<file path="src/rtl/offset_pkg.sv">
`timescale 1ns/1ps
package offset_pkg;
  localparam int NUM_OFS   = 4;
  localparam int OFS_SEL_W = 2;

  typedef enum logic [OFS_SEL_W-1:0] {
    OFS_Y1 = 2'd0,
    OFS_X1 = 2'd1,
    OFS_Y2 = 2'd2,
    OFS_X2 = 2'd3
  } ofs_sel_e;
endpackage

</file>
<file path="src/rtl/offset_bit_counter.sv">
`timescale 1ns/1ps
module offset_bit_counter #(
  parameter int TOTAL = 56,
  localparam int CW = $clog2(TOTAL + 1)
) (
  input  logic clk_i,
  input  logic rst_ni,
  input  logic ser_mode_i,
  input  logic ser_en_i,
  output logic accept_o,
  output logic full_o,
  output logic ready_o,
  output logic done_o
);
  logic [CW-1:0] cnt_q;
  logic          ready_q, done_q;
  logic          last;

  assign full_o   = (cnt_q == CW'(TOTAL));
  assign accept_o = ser_mode_i & ser_en_i & ~full_o;
  assign last     = accept_o & (cnt_q == CW'(TOTAL - 1));

  always_ff @(posedge clk_i or negedge rst_ni) begin
    if (!rst_ni) begin
      cnt_q   <= '0;
      ready_q <= 1'b0;
      done_q  <= 1'b0;
    end else begin
      if (accept_o) cnt_q <= cnt_q + 1'b1;
      ready_q <= ready_q | ~ser_mode_i | last;
      done_q  <= last;
    end
  end

  assign ready_o = ready_q;
  assign done_o  = done_q;

  assert_cnt_bound_R3: assert property (@(posedge clk_i) disable iff (!rst_ni)
    cnt_q <= CW'(TOTAL));
  assert_done_pulse_R5: assert property (@(posedge clk_i) disable iff (!rst_ni)
    done_q |=> !done_q);
  assert_done_par_R10: assert property (@(posedge clk_i) disable iff (!rst_ni)
    !ser_mode_i |-> !done_q);
endmodule

</file>
<file path="src/rtl/offset_chain.sv">
`timescale 1ns/1ps
module offset_chain
  import offset_pkg::*;
#(
  parameter int W       = 14,
  parameter int RST_OFF = 8,
  localparam int TOTAL  = NUM_OFS * W
) (
  input  logic                 clk_i,
  input  logic                 rst_ni,
  input  logic                 shift_i,
  input  logic                 bit_i,
  input  logic                 par_en_i,
  input  logic [OFS_SEL_W-1:0] par_sel_i,
  input  logic [W-1:0]         par_data_i,
  output logic [TOTAL-1:0]     chain_o
);
  logic [TOTAL-1:0] chain_q;

  // Y1 occupies the top slice, so the first bit shifted in ends up as the Y1 MSB.
  always_ff @(posedge clk_i or negedge rst_ni) begin
    if (!rst_ni) begin
      chain_q <= {NUM_OFS{W'(RST_OFF)}};
    end else if (shift_i) begin
      chain_q <= {chain_q[TOTAL-2:0], bit_i};
    end else begin
      for (int k = 0; k < NUM_OFS; k++)
        if (par_en_i && par_sel_i == OFS_SEL_W'(k))
          chain_q[(NUM_OFS-1-k)*W +: W] <= par_data_i;
    end
  end

  assign chain_o = chain_q;

  assert_idle_stable_R2: assert property (@(posedge clk_i) disable iff (!rst_ni)
    (!shift_i && !par_en_i) |=> $stable(chain_q));
endmodule

</file>
<file path="src/rtl/offset_clamp.sv">
`timescale 1ns/1ps
module offset_clamp #(
  parameter int W    = 14,
  parameter int MAXV = 16380
) (
  input  logic [W-1:0] val_i,
  output logic [W-1:0] val_o
);
  always_comb begin
    if (val_i == '0)             val_o = W'(1);
    else if (val_i > W'(MAXV))   val_o = W'(MAXV);
    else                         val_o = val_i;
  end
endmodule

</file>
<file path="src/rtl/offset_loader.sv">
`timescale 1ns/1ps
module offset_loader
  import offset_pkg::*;
#(
  parameter int DEPTH   = 16384,
  parameter int RST_OFF = 8,
  localparam int W      = $clog2(DEPTH),
  localparam int TOTAL  = NUM_OFS * W,
  localparam int MAXV   = DEPTH - 4
) (
  input  logic         clk_i,
  input  logic         rst_ni,
  input  logic         ser_mode_i,
  input  logic         ser_en_i,
  input  logic         ser_d_i,
  input  logic         par_we_i,
  input  logic [1:0]   par_sel_i,
  input  logic [W-1:0] par_data_i,
  output logic         ready_o,
  output logic         done_o,
  output logic [W-1:0] y1_o,
  output logic [W-1:0] x1_o,
  output logic [W-1:0] y2_o,
  output logic [W-1:0] x2_o
);
  logic             mode_q;
  logic             accept, full;
  logic [TOTAL-1:0] chain;
  logic [W-1:0]     clamped [NUM_OFS];

  // Mode is captured on clock edges while the master reset is held low.
  always_ff @(posedge clk_i) begin
    if (!rst_ni) mode_q <= ser_mode_i;
  end

  offset_bit_counter #(.TOTAL(TOTAL)) u_cnt (
    .clk_i      (clk_i),
    .rst_ni     (rst_ni),
    .ser_mode_i (mode_q),
    .ser_en_i   (ser_en_i),
    .accept_o   (accept),
    .full_o     (full),
    .ready_o    (ready_o),
    .done_o     (done_o)
  );

  offset_chain #(.W(W), .RST_OFF(RST_OFF)) u_chain (
    .clk_i      (clk_i),
    .rst_ni     (rst_ni),
    .shift_i    (accept),
    .bit_i      (ser_d_i),
    .par_en_i   (par_we_i & ~mode_q),
    .par_sel_i  (par_sel_i),
    .par_data_i (par_data_i),
    .chain_o    (chain)
  );

  for (genvar k = 0; k < NUM_OFS; k++) begin : g_clamp
    offset_clamp #(.W(W), .MAXV(MAXV)) u_clamp (
      .val_i (chain[(NUM_OFS-1-k)*W +: W]),
      .val_o (clamped[k])
    );
  end

  assign y1_o = clamped[OFS_Y1];
  assign x1_o = clamped[OFS_X1];
  assign y2_o = clamped[OFS_Y2];
  assign x2_o = clamped[OFS_X2];

  assert_ready_wait_R4: assert property (@(posedge clk_i) disable iff (!rst_ni)
    (mode_q && !full) |-> !ready_o);
  assert_ready_hold_R4: assert property (@(posedge clk_i) disable iff (!rst_ni)
    ready_o |=> ready_o);
  assert_done_rise_R5: assert property (@(posedge clk_i) disable iff (!rst_ni)
    done_o |-> $rose(ready_o));
endmodule

</file>
<file path="config.mk">
export PLATFORM = sky130hd
export DESIGN_NAME = offset_loader
export DESIGN_NICKNAME = d
export VERILOG_FILES = /design/src/rtl/offset_pkg.sv /design/src/rtl/offset_bit_counter.sv /design/src/rtl/offset_chain.sv /design/src/rtl/offset_clamp.sv /design/src/rtl/offset_loader.sv
export SDC_FILE = /design/constraint.sdc
export NUM_CORES = 1
export LEC_CHECK = 0
export BUFFER_PORTS_ARGS = -buffer_cell sky130_fd_sc_hd__buf_2
export CORE_MARGIN = 2
export CORE_UTILIZATION = 55
export DETAILED_ROUTE_END_ITERATION = 8
export PLACE_DENSITY = 0.8
export SYNTH_ARGS = -nofsm -noshare
export SYNTH_HDL_FRONTEND = slang
export SYNTH_SLANG_ARGS = --single-unit
</file>
<file path="constraint.sdc">
create_clock -name clk_i -period 2 [get_ports clk_i]
set_input_delay 0.1 -clock clk_i [delete_from_list [all_inputs] [get_ports clk_i]]
set_output_delay 0.1 -clock clk_i [all_outputs]
set_load 0.005 [all_outputs]
</file>
==> results.json, run 1 <==
{
  "outcome": "complete, no violations",
  "maxSlewHeadroom_pct": 74.14,
  "drt_iter0_drc": 180,
  "power_mw": 6.037,
  "crit_fanout": 51,
  "grt_pass1_vias": 2423,
  "place_hpwl_um": 5556,
  "wl_um": 8088,
  "drc": 0,
  "io_pins": 80,
  "hold_viol": 0,
  "cts_made_buffers": 9,
  "yosys.area.top_type": "dfrtp_1",
  "synth-simple-area-share_pct": 10.20,
  "postPlaceCellArea_sq_um": 4001,
  "finalSetupTns_ps": 0,
  "pwr-share-comb_pct": 35.0,
  "synth_cell_type_count": 29,
  "ys_ff_latch": 65,
  "worstPathCellList": "inv_1, ha_1, nand4_1, o21ai_4, buf_12, mux2_2",
  "clockBufferDepth": 2,
  "max_stage_delay_ps": 420,
  "cts.sinks": 65,
  "slowest_stage": "dfrtp_1",
  "pwr_density_cell_nw_per_um2": 1424,
  "n_antenna_cell": 0,
  "synth_compound_area_share_pct": 0.2730,
  "maxCapViolations": 0,
  "dp.cells": 416,
  "synthMuxAreaShare_pct": 35.80,
  "yosys_warnings": 0,
  "synth_top_area_share_pct": 40.96,
  "seq_power_share_pct": 45.9,
  "whs_ps": 182.7,
  "wl_per_cell_um": 18.59,
  "p_int_mw": 4.016,
  "clock.fmax_mhz": 552.8,
  "endpoint_kind": "register",
  "nFillCells": 495,
  "cp-start-kind": "register",
  "p_sw_mw": 2.022,
  "yosysSeqAreaShare_pct": 44.64,
  "yosys-top-cells-area": "dfrtp_1, mux2_2, clkbuf_1",
  "postRouteAntennaNets": 0,
  "grt_pass1_wl_um": 12790,
  "grt_max_degree": 65,
  "path_delay_family": "flip-flops",
  "cts_htree_levels": 3,
  "fin_area_sq_um": 4239,
  "synthesis.area_sq_um": 3666,
  "grt_antenna_before_repair": 0,
  "switching_share_pct": 33.49,
  "die_area_sq_um": 7334,
  "num-nets-final": 377,
  "slew_viol_final": 0,
  "drive_gt1_share_pct": 61.17,
  "required_ps": 2220,
  "crit_arrival_ps": 2030,
  "layoutNonFillerInstCount": 435,
  "vdd_drop_max_mv": 0.7926,
  "cts-root-buf": "clkbuf_8",
  "rsz0062_at_grt": "no",
  "synthCells": 313,
  "vias": 2513,
  "avgSynthCellArea_sq_um": 11.71,
  "min_period_ps": 1809,
  "leakagePower_nw": 1.896,
  "tightest_slew_ps": 382.5,
  "start_util_pct": 57.41,
  "synth_xor_xnor_area_share_pct": 0.9556,
  "skew_ps": 8.008,
  "synthToLayoutAreaGrowth_pct": 15.63,
  "crit_type": "register to register",
  "core_area_sq_um": 6386,
  "cts_tree": "yes",
  "dr.pass1.iters": 4,
  "dieHeight_um": 85.64,
  "cts_resized": 0,
  "setup_viol": 0,
  "cts.clk_slew.worst_paths_ps": 70,
  "hold_class": "primary input to register",
  "synth-adder-area-share_pct": 0.6826,
  "pwr-share-clk_pct": 19.1,
  "syn_nets": 337,
  "synth_top_family_by_area": "multiplexers",
  "cts_setup_buffers": 0,
  "fin_crit_sh_pct": 90.45,
  "routabilityCongestion": 0.7963,
  "die_x_um": 85.64,
  "vias_per_cell": 5.777,
  "rows": 29,
  "grt_usage_pct": 23.50,
  "port_buffers": 79,
  "cp_num_buf_inv": 2,
  "grt_overflow": 0,
  "insertion_delay_ps": 340
}
==> power by group through the flow <==
stage               combinational, mW  clock, mW  sequential [mW]
finish                           2.12       1.15             2.77
CTS                              2.15       1.19             2.76
global placement                 2.05          0             2.73
global route                     2.33       1.26             2.89
floorplan                        1.67          0             2.52
detailed placement               2.13          0             2.77
==> path summary, 6_finish.rpt <==
kind | start | endpoint | slack, ps | depth (start not counted)
min reg2reg | u_cnt.ready_o | u_cnt.ready_o | 480 | 1
min in group asynchronous | rst_ni | u_cnt.done_o | 330 | 3
max | u_cnt.cnt_q[0] | u_chain.chain_o[43] | 190 | 6
min | ser_en_i | u_cnt.cnt_q[2] | 180 | 3
max reg2reg | u_cnt.cnt_q[0] | u_chain.chain_o[43] | 190 | 6
max in group asynchronous | rst_ni | u_chain.chain_o[31] | 1370 | 3
==> worst reg2reg max path: stages (launching register included) <==
cell	delay, ps
dfrtp_1	420
inv_1	80
ha_1	140
nand4_1	160
o21ai_4	210
buf_12	280
mux2_2	410
==> cells by family after synthesis <==
kind of cell / count (synthesis)
AO/OA/AOI/OAI: 2
XOR/XNOR: 4
adder cells (fa/ha/maj): 2
buffers and inverters: 64
flip-flops: 65
multiplexers: 117
AND/OR/NAND/NOR: 59
==> Yosys cell counts, drive strengths merged <==
cell type	n
and3	2
nor4b	2
nand2	2
clkbuf	48
mux2	113
and2	1
o21ai	2
nand4	18
nand4b	1
inv	4
dfstp	4
mux2i	4
nor2	8
xnor2	4
buf	12
nor3	4
and4bb	2
dfrtp	60
ha	2
or3b	1
edfxtp	1
nor4	12
nand3	2
nor2b	4
==> cell usage in the layout (no fill, tap or decap), drive strengths merged <==
master       synthesis  layout
nor4                12      12
edfxtp               1       1
nand4b               1       1
nand3                2       2
bufinv               0       1
buf                 12      86
ha                   2       2
nor4b                2       2
clkinv               0       1
or3b                 1       1
clkbuf              48      14
nand2                2       2
nor2b                4       4
nor2                 8       8
dfstp                4       4
o21ai                2       2
xnor2                4       4
dfrtp               60      60
and2                 1       1
mux2i                4       4
nand4               18      18
mux2               113     113
inv                  4       4
and3                 2       2
dlygate4sd3          0       3
nor3                 4       4
and4bb               2       2
==> stage by stage <==
| step | worst slack [ps] | utilization (%) |
|---|---|---|
| 5_1_grt | 107.5 | 66.38 |
| 3_5_place_dp | 202.3 | 62.66 |
| 6_report | 190.9 | 66.38 |
| 3_3_place_gp | 249.4 | 62.66 |
| 2_1_floorplan | 179.6 | - |
| 4_1_cts | 197.6 | 66.38 |
==> routing by layer <==
metal  vias to the layer above  wire length (um)  global-route usage, %
met5                         -                 0                      0
met4                         0               206                  10.53
met3                        17               404                  5.197
met2                        69              3883                  35.94
met1                      1235              3593                  32.20
li1                       1192                 -                      -
==> sequential cells by signal, summed over array words and instances (netlist names) <==
register / flops
u_cnt.ready_o: 1
u_cnt.cnt_q: 6
mode_q: 1
u_cnt.done_o: 1
u_chain.chain_o: 56
==> cell type report <==
type | instances | area (sq um) | area share [%]
tap | 77 | 96.34 | 2.273
clock buffer | 14 | 172.7 | 4.073
multi-input combinational | 184 | 1768 | 41.71
sequential | 65 | 1637 | 38.61
clock inverter | 2 | 35.03 | 0.8264
timing repair buffer | 89 | 515.5 | 12.16
inverter | 4 | 15.01 | 0.3542
==> repair_timing <==
item / in CTS / in global routing
hold buffers: 3 / 0
endpoints found under the setup margin: 0 / 0
endpoints found under the hold margin: 62 / 0
No activity file was read; power rests on OpenSTA's default activity.
==> inputs of run 2 (changes only) <==
--- a/config.mk
+++ b/config.mk
@@ -5,11 +5,11 @@
 export SDC_FILE = /design/constraint.sdc
 export NUM_CORES = 1
 export LEC_CHECK = 0
-export BUFFER_PORTS_ARGS = -buffer_cell sky130_fd_sc_hd__buf_2
 export CORE_MARGIN = 2
-export CORE_UTILIZATION = 55
+export CORE_UTILIZATION = 64
 export DETAILED_ROUTE_END_ITERATION = 8
-export PLACE_DENSITY = 0.8
+export DONT_BUFFER_PORTS = 1
+export PLACE_DENSITY = 0.79
 export SYNTH_ARGS = -nofsm -noshare
 export SYNTH_HDL_FRONTEND = slang
 export SYNTH_SLANG_ARGS = --single-unit
==> results.json, run 2 (same netlist as run 1, synthesis figures left out) <==
{
  "crit_type": "register to register",
  "cts-root-buf": "clkbuf_8",
  "finalSetupTns_ps": 0,
  "cts_setup_buffers": 0,
  "crit_fanout": 14,
  "grt_usage_pct": 25.80,
  "hold_class": "primary input to register",
  "drive_gt1_share_pct": 49.10,
  "pre_cts_slack_ps": 225.6,
  "switching_share_pct": 34.73,
  "leakagePower_nw": 1.555,
  "final_cell_mix": "mux2_2, dfrtp_1, nand4_1, nor4_1, clkbuf_8",
  "drc": 0,
  "endpoint_kind": "register",
  "grt_max_degree": 66,
  "rrSetupSlack_ps": 210,
  "nFillCells": 403,
  "cp-start-kind": "register",
  "place_hpwl_um": 5234,
  "insertion_delay_ps": 350,
  "cts_made_buffers": 9,
  "drt_iter0_drc": 121,
  "io_pins": 80,
  "regArea_sq_um": 1637,
  "rows": 27,
  "synthToLayoutAreaGrowth_pct": 3.857,
  "dr.pass1.iters": 4,
  "grt_pass1_vias": 2154,
  "vias": 2242,
  "clockBufferDepth": 2,
  "maxSlewHeadroom_pct": 70.68,
  "dieHeight_um": 79.69,
  "postRouteAntennaNets": 0,
  "outcome": "complete, no violations",
  "p_int_mw": 3.498,
  "whs_ps": 27.16,
  "setup_viol": 0,
  "cts.sinks": 65,
  "pwr_density_cell_nw_per_um2": 1408,
  "crit_arrival_ps": 2020,
  "routabilityCongestion": 0.7472,
  "cts_tree": "yes",
  "fin_crit_sh_pct": 89.28,
  "min_period_ps": 1786,
  "wl_per_cell_um": 21.94,
  "grt_overflow": 0,
  "vdd_drop_max_mv": 0.7451,
  "final_common_cell": "mux2_2",
  "largest_reg_flops": 56,
  "clock.fmax_mhz": 560.1,
  "die_x_um": 79.69,
  "pwr-share-comb_pct": 27.4,
  "wl_um": 7701,
  "slew_viol_final": 0,
  "rsz0062_at_grt": "no",
  "grt_antenna_before_repair": 0,
  "core_area_sq_um": 5507,
  "port_buffers": 0,
  "pwr-share-clk_pct": 18.5,
  "required_ps": 2230,
  "vias_per_cell": 6.387,
  "seq_power_share_pct": 54.1,
  "multi_input_area_sq_um": 1768,
  "tightest_slew_ps": 433.7,
  "num-nets-final": 298,
  "maxCapViolations": 0,
  "start_util_pct": 66.58,
  "grt_pass1_wl_um": 11840,
  "utilization_pct": 69.14,
  "cts_htree_levels": 3,
  "skew_ps": 9.477,
  "die_area_sq_um": 6350,
  "n_antenna_cell": 0,
  "cts.clk_slew.worst_paths_ps": 70,
  "p_sw_mw": 1.862,
  "hold_viol": 0,
  "fin_ws_ps": 214.4
}
-- run 2: changes by cell type in the layout (fill, tap and decap cells not counted) --
cell       previous run  this run
buf_16                0         1
buf_2                79         0
clkinv_2              1         0
clkbuf_8             12        11
clkbuf_1              2         5
bufinv_16             1         0
buf_12                3         2
-- run 2: stage by stage --
step	std cells	power, mW	area [sq um]
floorplan	313	4.189	3666
global placement	331	4.257	3580
detailed placement	331	4.360	3580
CTS	351	5.385	3807
global route	351	5.708	3807
finish	351	5.360	3807
-- run 2: routing by layer --
layer | wire (um) | vias up | GRT usage [%] | part of all wire, %
li1 | - | 1017 | - | -
met1 | 3295 | 1124 | 34.84 | 43
met2 | 3659 | 88 | 39.41 | 48
met3 | 611 | 13 | 6.900 | 7.9
met4 | 134 | 0 | 10.86 | 1.7
met5 | 0 | - | 0 | 0
-- run 2: repair_timing --
item / 4_1_cts / 5_1_grt
hold buffers: 4 / 0
endpoints found under the hold margin: 67 / 0
resized for setup: 0 / 0
-- run 2: power groups by stage --
stage / combinational [mW] / sequential [mW] / clock [mW]
global route: 1.63 / 3.04 / 1.04
global placement: 1.37 / 2.89 / 0
floorplan: 1.67 / 2.52 / 0
CTS: 1.48 / 2.90 / 1.01
detailed placement: 1.44 / 2.92 / 0
finish: 1.47 / 2.90 / 0.992
-- run 2: worst max-delay path, cell delays in order (launching register included) --
cell      delay (ps)
edfxtp_1         490
nor4b_4          300
buf_4            260
mux2_2           350
mux2_2           270
-- run 2: cell type report --
class / instances / share of cell area [%]
Multi-Input combinational cell: 184 / 46.43
Sequential cell: 65 / 42.98
Clock buffer: 16 / 4.469
Timing Repair Buffer: 10 / 3.352
Tap cell: 72 / 2.366
Inverter: 4 / 0.3943
-- run 2: path summary, 6_finish.rpt --
kind | to | start | depth (start not counted)
min reg2reg | u_cnt.cnt_q[5] | u_cnt.cnt_q[5] | 1
max in group asynchronous | u_chain.chain_o[17] | rst_ni | 2
min | u_chain.chain_o[41] | par_data_i[13] | 2
max reg2reg | u_chain.chain_o[48] | mode_q | 4
max | u_chain.chain_o[48] | mode_q | 4
min in group asynchronous | u_chain.chain_o[49] | rst_ni | 2
==> inputs of run 3 (changes only) <==
==> constraint.sdc (replaced) <==
create_clock -name clk_i -period 1.7 [get_ports clk_i]
set_input_delay 0.34 -clock clk_i [delete_from_list [all_inputs] [get_ports clk_i]]
set_output_delay 0.34 -clock clk_i [all_outputs]
set_load 0.005 [all_outputs]
==> results.json, run 3 (same netlist as run 1, synthesis figures left out) <==
{
  "path_delay_family": "buffers and inverters",
  "pwr_density_cell_nw_per_um2": 1681,
  "cts-root-buf": "clkbuf_8",
  "rrSetupSlack_ps": -210,
  "maxSlewHeadroom_pct": 74.98,
  "endpoint_kind": "register",
  "leakagePower_nw": 1.997,
  "pwr-share-comb_pct": 34.6,
  "vias": 2444,
  "hold_viol": 64,
  "die_area_sq_um": 6350,
  "clock.fmax_mhz": 524.8,
  "rows": 27,
  "worstPathCellList": "inv_1, ha_2, nand4_1, o21ai_4, buf_6, clkbuf_16, mux2_2",
  "die_x_um": 79.69,
  "slowest_stage": "dfrtp_1",
  "utilization_pct": 81.55,
  "r2r_start": "u_cnt.cnt_q[1]",
  "wl_met1_um": 4121,
  "routabilityCongestion": 0.8397,
  "required_ps": 1940,
  "cts.clk_slew.worst_paths_ps": 70,
  "p_int_mw": 4.899,
  "num-nets-final": 314,
  "cp-start-kind": "register",
  "fin_crit_sh_pct": 112.1,
  "cts_made_buffers": 9,
  "pwr-share-clk_pct": 17.1,
  "grt_antenna_before_repair": 0,
  "grt_max_degree": 66,
  "drc": 0,
  "grt_pass1_vias": 2339,
  "clockBufferDepth": 2,
  "p_sw_mw": 2.652,
  "skew_ps": 6.680,
  "outcome": "finished, violations left",
  "place_hpwl_um": 5511,
  "dieHeight_um": 79.69,
  "vias_per_cell": 6.659,
  "grt_usage_pct": 27.49,
  "io_pins": 80,
  "whs_ps": -320.5,
  "pre_cts_slack_ps": -22.76,
  "rsz0062_at_grt": "yes",
  "n_antenna_cell": 0,
  "crit_type": "register to register",
  "min_period_ps": 1905,
  "seq_power_share_pct": 48.3,
  "crit_fanout": 6,
  "setup_viol": 65,
  "dr.pass1.iters": 4,
  "grt_pass1_wl_um": 12630,
  "core_area_sq_um": 5507,
  "final_common_cell": "mux2_4",
  "cp_num_buf_inv": 3,
  "cts_htree_levels": 3,
  "tightest_slew_ps": 370.1,
  "max_stage_delay_ps": 380,
  "wl_um": 10040,
  "startpoint": "u_cnt.cnt_q[1]",
  "port_buffers": 0,
  "wl_per_cell_um": 27.35,
  "maxCapViolations": 0,
  "highest_layer": "met4",
  "violations": "hold timing, setup timing",
  "start_util_pct": 66.58,
  "grt_overflow": 0,
  "drive_gt1_share_pct": 65.08,
  "switching_share_pct": 35.12,
  "cts.sinks": 65,
  "fin_ws_ps": -205.3,
  "insertion_delay_ps": 350,
  "vdd_drop_max_mv": 1.347,
  "drt_iter0_drc": 158,
  "slew_viol_final": 0,
  "wl_met3_um": 765,
  "final_cell_mix": "mux2_4, dfrtp_1, mux2_2, nand4_1, dfrtp_2",
  "postRouteAntennaNets": 0,
  "synthToLayoutAreaGrowth_pct": 22.49,
  "hold_class": "primary input to async pin",
  "crit_arrival_ps": 2140,
  "cts_tree": "yes",
  "largest_reg_flops": 56,
  "routed-wl-met2_um": 4914
}
run 3: layout make-up:
type	count	area, sq um
clock buffer	14	182.7
clock inverter	2	10.01
fill	283	1016
inverter	4	15.01
multi-input combinational	184	2142
sequential	65	1658
tap	72	90.09
timing repair buffer	26	392.9
run 3: routing by layer:
metal  track usage [%]  vias up
li1                  -     1047
met1             35.62     1277
met2             43.61      103
met3             7.466       17
met4             11.38        0
met5                 0        -
run 3: worst paths after layout:
kind	to	cells past startpoint
max	u_chain.chain_o[14]	7
min in group clk_i	mode_q	0
max in group asynchronous	u_chain.chain_o[45]	0
min	u_chain.chain_o[5]	0
min reg2reg	u_cnt.cnt_q[5]	1
max reg2reg	u_chain.chain_o[14]	7
run 3: per-stage QoR:
stage	setup TNS [ps]	cells	cell area (sq um)	power, mW
floorplan	0	313	3675	4.930
global placement	0	337	3662	5.109
detailed placement	-283.2	337	3662	5.255
CTS	-1098	353	3939	6.658
global route	-13490	367	4491	7.893
finish	-9278	367	4491	7.550
run 3: what timing repair did:
| item | 4_1_cts | 5_1_grt |
|---|---|---|
| endpoints found under the setup margin | 57 | 66 |
| resized for setup | 21 | 94 |
| gates cloned | 0 | 8 |
| setup buffers | 0 | 6 |
| hold endpoints to repair | 64 | 64 |
| pin swaps | 5 | 10 |
run 3: worst reg2reg max path, stage by stage (launching register included):
cell	delay [ps]
dfrtp_1	380
inv_1	70
ha_2	170
nand4_1	210
o21ai_4	280
buf_6	190
clkbuf_16	170
mux2_2	330
run 3: power groups by stage:
stage / sequential (mW) / combinational, mW / clock (mW)
after floorplan: 2.97 / 1.96 / 0
after global placement: 3.38 / 1.73 / 0
after detailed placement: 3.43 / 1.83 / 0
after CTS: 3.48 / 1.90 / 1.29
after global routing: 3.75 / 2.79 / 1.35
final: 3.64 / 2.62 / 1.29
